File: config.mk
export PLATFORM = sky130hd
export DESIGN_NAME = wdt_reset_steer
export DESIGN_NICKNAME = d
export VERILOG_FILES = /design/src/rtl/wdt_pkg.sv /design/src/rtl/wdt_decode.sv /design/src/rtl/wdt_countdown.sv /design/src/rtl/wdt_ctrl_reg.sv /design/src/rtl/wdt_reset_steer.sv
export SDC_FILE = /design/constraint.sdc
export NUM_CORES = 1
export LEC_CHECK = 0
export BUFFER_PORTS_ARGS = -buffer_cell sky130_fd_sc_hd__buf_2
export CAP_MARGIN = 30
export CORE_MARGIN = 1
export CORE_UTILIZATION = 36
export DETAILED_ROUTE_END_ITERATION = 16
export PLACE_DENSITY = 0.66
export SLEW_MARGIN = 10
export SYNTH_ARGS = -nofsm -noshare
export SYNTH_HDL_FRONTEND = slang
export SYNTH_SLANG_ARGS = --single-unit
File: constraint.sdc
create_clock -name clk -period 3.4 [get_ports clk]
set_input_delay 0.68 -clock clk [delete_from_list [all_inputs] [get_ports clk]]
set_output_delay 0.68 -clock clk [all_outputs]
set_load 0.01 [all_outputs]
File: src/rtl/wdt_pkg.sv
package wdt_pkg;

  // action taken when the countdown runs out
  typedef enum logic {
    STEER_IRQ   = 1'b0,
    STEER_RESET = 1'b1
  } steer_e;

  // width of a counter holding mult * 4^(2^res_w - 1)
  function automatic int unsigned cnt_width(int unsigned mult_w, int unsigned res_w);
    return mult_w + 2 * ((1 << res_w) - 1);
  endfunction

endpackage

File: src/rtl/wdt_decode.sv
module wdt_decode #(
  parameter int unsigned MULT_W = 5,
  parameter int unsigned RES_W  = 2,
  parameter int unsigned CNT_W  = wdt_pkg::cnt_width(MULT_W, RES_W)
) (
  input  logic [MULT_W-1:0] mult,
  input  logic [RES_W-1:0]  res,
  output logic [CNT_W-1:0]  ticks
);
  localparam int unsigned NCODES = 1 << RES_W;

  logic [CNT_W-1:0] cand [NCODES];
  logic [CNT_W-1:0] mult_ext;

  assign mult_ext = {{(CNT_W-MULT_W){1'b0}}, mult};

  // one scaled candidate per resolution code: mult * 4^k
  for (genvar k = 0; k < NCODES; k++) begin : g_scale
    assign cand[k] = mult_ext << (2 * k);
  end

  assign ticks = cand[res];
endmodule

File: src/rtl/wdt_countdown.sv
module wdt_countdown #(
  parameter int unsigned CNT_W = 11
) (
  input  logic             clk,
  input  logic             rst,
  input  logic             load,
  input  logic [CNT_W-1:0] load_val,
  input  logic             tick,
  output logic             expire
);
  logic [CNT_W-1:0] count_q;
  logic             armed_q;

  // a service in the same cycle wins over the final tick
  assign expire = armed_q && tick && !load && (count_q == CNT_W'(1));

  always_ff @(posedge clk) begin
    if (rst) begin
      count_q <= '0;
      armed_q <= 1'b0;
    end else if (load) begin
      count_q <= load_val;
      armed_q <= |load_val;
    end else if (armed_q && tick) begin
      count_q <= count_q - CNT_W'(1);
      if (count_q == CNT_W'(1))
        armed_q <= 1'b0;
    end
  end
endmodule

File: src/rtl/wdt_ctrl_reg.sv
module wdt_ctrl_reg #(
  parameter int unsigned DATA_W = 8
) (
  input  logic              clk,
  input  logic              rst,
  input  logic              wr_en,
  input  logic [DATA_W-1:0] wr_data,
  input  logic              rd_en,
  input  logic              expire,
  output logic [DATA_W-1:0] reg_q,
  output logic [DATA_W-1:0] rd_q,
  output logic              flag_q,
  output logic              rreq_q,
  output logic              irq_q,
  output logic              dclr_q
);
  import wdt_pkg::*;

  steer_e steer;
  assign steer = steer_e'(reg_q[DATA_W-1]);

  always_ff @(posedge clk) begin
    if (rst) begin
      reg_q  <= '0;
      rd_q   <= '0;
      flag_q <= 1'b0;
      rreq_q <= 1'b0;
      irq_q  <= 1'b0;
      dclr_q <= 1'b0;
    end else begin
      rreq_q <= 1'b0;
      irq_q  <= 1'b0;
      dclr_q <= 1'b0;
      if (rd_en)
        rd_q <= reg_q;
      if (wr_en) begin
        reg_q  <= wr_data;
        flag_q <= 1'b0;
      end else if (expire) begin
        flag_q <= 1'b1;
        if (steer == STEER_RESET) begin
          reg_q  <= '0;
          rreq_q <= 1'b1;
          dclr_q <= 1'b1;
        end else begin
          irq_q <= 1'b1;
        end
      end
    end
  end
endmodule

File: src/rtl/wdt_reset_steer.sv
module wdt_reset_steer #(
  parameter int unsigned MULT_W = 5,
  parameter int unsigned RES_W  = 2
) (
  input  logic                      clk,
  input  logic                      rst,
  input  logic                      wr_en,
  input  logic [MULT_W+RES_W:0]     wr_data,
  input  logic                      rd_en,
  output logic [MULT_W+RES_W:0]     rd_data,
  input  logic                      tick,
  output logic                      wd_flag,
  output logic                      reset_req,
  output logic                      irq,
  output logic                      day_clr
);
  localparam int unsigned DATA_W = MULT_W + RES_W + 1;
  localparam int unsigned CNT_W  = wdt_pkg::cnt_width(MULT_W, RES_W);

  logic [DATA_W-1:0] reg_q;
  logic [DATA_W-1:0] src;
  logic [CNT_W-1:0]  timeout;
  logic              load;
  logic              expire;

  // a write loads the new value, a read reloads the stored one
  assign load = wr_en | rd_en;
  assign src  = wr_en ? wr_data : reg_q;

  wdt_decode #(.MULT_W(MULT_W), .RES_W(RES_W), .CNT_W(CNT_W)) u_dec (
    .mult  (src[DATA_W-2:RES_W]),
    .res   (src[RES_W-1:0]),
    .ticks (timeout)
  );

  wdt_countdown #(.CNT_W(CNT_W)) u_cnt (
    .clk      (clk),
    .rst      (rst),
    .load     (load),
    .load_val (timeout),
    .tick     (tick),
    .expire   (expire)
  );

  wdt_ctrl_reg #(.DATA_W(DATA_W)) u_reg (
    .clk     (clk),
    .rst     (rst),
    .wr_en   (wr_en),
    .wr_data (wr_data),
    .rd_en   (rd_en),
    .expire  (expire),
    .reg_q   (reg_q),
    .rd_q    (rd_data),
    .flag_q  (wd_flag),
    .rreq_q  (reset_req),
    .irq_q   (irq),
    .dclr_q  (day_clr)
  );
endmodule

**Word level (Yosys, flattened, before mapping)**

Cells that the tools add are included.

- Flip-flop bits (word level): 31
- Input bits: 13
- Output and inout port bits: 12
- Logic and storage cells: 41

- $add $sub $neg: 1
- Order comparisons: 1
- Equality and inequality tests: 1
- Muxes and demuxes: 14
- Bitwise operators: 3
- Reduce and logical (&&, ||, !) cells: 13

Operators with widths:

| kind | number |
|---|---|
| $mux 11 | 4 |
| $bmux 11 s2 | 1 |
| $mux 8 | 2 |
| $mux 7 | 2 |
| $eq 11x1->1 const B | 1 |
| $reduce_or 11->1 | 1 |
| $sub 11x1->11 const B | 1 |
| $reduce_bool 2->1 | 4 |
| $mux 1 | 5 |
| $reduce_and 2->1 | 2 |
| $ge 3x3->1 const B | 1 |
| $logic_and 1x1->1 | 3 |
| $not 2->3 | 1 |
| $reduce_or 3->1 | 1 |
| $reduce_or 2->1 | 1 |
| $logic_not 1->1 | 1 |
| $not 1->1 | 1 |
| $or 1x1->1 | 1 |

**Longest topological paths before layout**

- Depth in word-level cells: 7
- Gate-level depth with buffers: 7
- Gate-level depth less buffers: 7

**Modules after synthesis**

From an unflattened synthesis, not the netlist that was laid out.

- Cells, all modules: 177
- Area, all modules: 1744.2 sq um

Modules (own cells, without submodules):

| module | instances | cells an instance | area an instance (sq um) | sequential area each (sq um) |
|---|---|---|---|---|
| wdt_ctrl_reg | 1 | 70 | 779.5 | 380.4 |
| wdt_countdown | 1 | 78 | 691.9 | 240.2 |
| wdt_decode | 1 | 20 | 150.1 | 0.0 |
| wdt_reset_steer | 1 | 9 | 122.6 | 0.0 |

**Worst setup path before layout**

OpenSTA, ideal clock, no wires.

- Path type: input to register
- From: in wr_en
- To: reg u_cnt.count_q[2]
- Library setup time: 95 ps
- Arrival: 2008 ps
- Data required time: 3305 ps
- Setup slack: 1297 ps
- Stages on the path: 6
- Buffers on the path: 1
- Cell sequence: buf_4 mux2i_4 mux2_4 nand2b_4 a22o_1 a221oi_1

- Word-level cells in the longest chain between the ends: 6
- Elaborated cells on any way between the ends: 8
- Those cells by class: mux (5); bitwise (2); reduce/logical (1)

RTL lines:

| element | line | RTL |
|---|---|---|
| from (decl) | wdt_reset_steer.sv:7 | `input logic wr_en,` |
| $mux 7 | wdt_reset_steer.sv:28 | `assign src = wr_en ? wr_data : reg_q;` |
| $not 2->3 (implied by the code) | wdt_decode.sv:22 | `assign ticks = cand[res];` |
| $bmux 11 s2 | wdt_decode.sv:22 |  |
| $mux 11 (implied by the code) (2 in a row) | wdt_decode.sv:22 |  |
| $mux 11 | wdt_countdown.sv:21 | `end else if (load) begin` |
| to (signal assigned) | wdt_countdown.sv:22 | `count_q <= load_val;` |
| to (signal assigned) | wdt_countdown.sv:25 | `count_q <= count_q - CNT_W'(1);` |
| to (decl) | wdt_countdown.sv:11 | `logic [CNT_W-1:0] count_q;` |

Parallel ways exist; a longest one is shown, timed or not. The select of a mux whose other input is x is not followed.
A chain may end at the register's enable or synchronous reset.

**Worst setup path in the final report**

Ends and elaborated chain as after synthesis.

==> out/results.tsv <==
metric	value	unit
Area Growth Syn to Fin	15.72	%
post-route setup slack	1.127	ns
DR iter-0 viols	83	
Worst EP required	3.60	ns
status	finished clean	
Worst Hold Launch	u_reg.rd_q[1]$_SDFFE_PP0P_	
Post-synth EDFFs	0	
mean area per synthesized cell	9.200	um2
worst path cell trace	buf_2, mux2i_4, mux2_4, nand2b_4, a22o_1, a221oi_1	
site row count	23	
Clock Path Buffers	2	
fin crit period	2.273	ns
ys flop type	dfxtp_1	
post-synth top area share	38.99	%
minimum hold slack	0.4898	ns
commonest cells in the netlist	33 x nor2_1, 31 x dfxtp_1, 17 x mux2i_1, 9 x nand2_1, 7 x xnor2_1	
vias in the first global route	1286	
antenna cells	0	
syn nets	188	
Die Wd	68.49	um
io pins	25	
hold depth	2	
post-CTS sizing	0	
CP peak stage delay	0.46	ns
Initial DRT Pass Iterations	4	
WL final	3538	um
Final Max Tran Viols	0	
Nets	210	
fraction of registers with async set or reset after synthesis	0	%
Die H	68.49	um
RSZ-0062 raised after global routing	false	
Rel. slew slack	63.93	%
setup TNS	0	ns
reg-to-reg endpoint	u_reg.reg_q[2]$_SDFFE_PP0P_	
grt ovf	0	
routed len/inst	14.38	um
slowest CP cell	mux2i_4	
Post-CTS Hold Buffers	0	
final cell utilization of the core	44.76	%
Fin. Hold Viols	0	
area leader, netlist	dfxtp_1	
DR vias	1312	
initial antenna violation count	0	
yosys warns	0	
worst-margin pin slew	0.5261	ns
Final ANT Viol Nets	0	
Initial Util	38.67	%
clk sink count	31	
DRC Markers	0	
R2R Path Start	u_cnt.count_q[0]$_SDFFE_PP0P_	
Fillers	421	
die area	4691	um2
Num CTS Buffers	5	
Worst EP arrival	2.47	ns
Seq/Total Area, Yosys	38.99	%
flops & latches, synth	31	
Via density	5.333	
gpl congestion	0.8032	
Worst Hold End	u_reg.rd_q[1]$_SDFFE_PP0P_	
Max Cap Viol	0	
worst IR drop on VDD	0.0001737	V
Storage cell area	620.6	um2
Total Routing Usage GR	18.29	%
R2R depth	6	
CTS tree	yes	
final setup fails	0	
Leak Pwr	0.7759	nW
post-DP HPWL	2480	um
CP Class	input port to flip-flop	
Final period util	66.84	%
Place WS	0.8180	ns
Syn Inst Count	173	
crit-path max FO	23	
H-tree lvl count	2	
top-count cell post-synth	nor2_1	
clock skew	0.005192	ns
ranking of synthesized cells by area	dfxtp_1 39%, mux2i_1 11%, nor2_1 7.8%	
area of the mapped netlist	1592	um2
later-pin clock latency in the skew report	0.29	ns
post-CTS setup buffer count	0	
flop2flop setup slack	1.49	ns
worst hold path class	flip-flop to flip-flop	
Cell Area, Placed	1724	um2
footprint of the multi-input gates	890.9	um2
PortBufs	24	
largest net degree at the start of global routing	26	
pwr/cell area	505.0	nW/um2
crit end category	flip-flop	
Fmax achieved	0.4400	GHz
core area	4115	um2
cell area after layout	1842	um2
CP startpoint kind	input port	
CTS Root Cell	clkbuf_8	
share of cells above drive strength 1	22.45	%
Synth cell types	45	
Worst-path clk slew	0.07	ns
global-route wire length before repair	6085	um
## critical path: cells and delay by family
kind                   cells  cell delay [ns]
muxes                      2             0.81
AOI/OAI and AO/OA          2             0.44
buffers and inverters      1             0.39
and+or+nand+nor            1             0.14
## layout make-up
class / instances / area share (%)
clock inverters: 2 / 1.902
repair buffers: 25 / 6.929
flip-flops and latches: 31 / 33.70
inverters: 6 / 1.223
multi-input cells: 126 / 48.37
well taps: 50 / 3.397
clock buffers: 6 / 4.484
## cells by family after synthesis
| group | Yosys count | share of synthesized area, % |
|---|---|---|
| simple gates | 68 | 22.72 |
| flops | 31 | 38.99 |
| compound gates | 28 | 13.52 |
| mux | 20 | 13.76 |
| buf+inv | 16 | 5.031 |
| xor+xnor | 8 | 4.403 |
| fa+ha+maj | 2 | 1.572 |
## power by group
group	internal, mW	switching (mW)	leakage [nW]	total (mW)
Combinational	0.0635	0.0820	0.461	0.145
Sequential	0.382	0.0179	0.254	0.400
Clock	0.237	0.148	0.0612	0.385
Total	0.682	0.248	0.776	0.930
## how the worst max path moves through the flow
stage	slack, ns	startpoint	to	cells after the start
finish	1.13	wr_en	u_cnt.count_q[2]$_SDFFE_PP0P_	6
detailed placement	0.82	wr_en	u_cnt.count_q[2]$_SDFFE_PP0P_	6
floorplan	1.30	wr_en	u_cnt.count_q[2]$_SDFFE_PP0P_	6
global route	1.07	wr_en	u_cnt.count_q[2]$_SDFFE_PP0P_	6
global placement	0.90	wr_en	u_cnt.count_q[2]$_SDFFE_PP0P_	6
CTS	1.15	wr_en	u_cnt.count_q[2]$_SDFFE_PP0P_	6
## registers in the layout (all words and copies together) (netlist names)
register       count
u_reg.rd_q         8
u_reg.flag_q       1
u_cnt.count_q     11
u_reg.rreq_q       1
u_reg.irq_q        1
u_reg.reg_q        8
u_cnt.armed_q      1
## cell usage in the layout (no fill, tap or decap), types with 3 or more instances in the layout
cell      count
nand2_1       9
a21oi_1       4
clkbuf_8      6
inv_1         6
nor3_1        6
nor2_1       33
xnor2_1       7
a211oi_1      6
buf_2        24
mux2i_1      17
dfxtp_1      31
nand2b_1      4
nor4_1        3
a22oi_1       3
## through the flow
stage	cells	power (mW)
after floorplan	173	0.5179
after global placement	238	0.5493
after detailed placement	238	0.5521
after CTS	246	0.9385
after global routing	246	0.9757
final	246	0.9301
## layer usage
layer,GRT usage (%),routed length (um),vias to the layer above
li1,-,-,666
met1,22.11,1736,608
met2,29.29,1567,31
met3,3.947,145,7
met4,11.46,89,0
met5,0,0,-
Note: power is estimated with default switching activity, not from simulation.
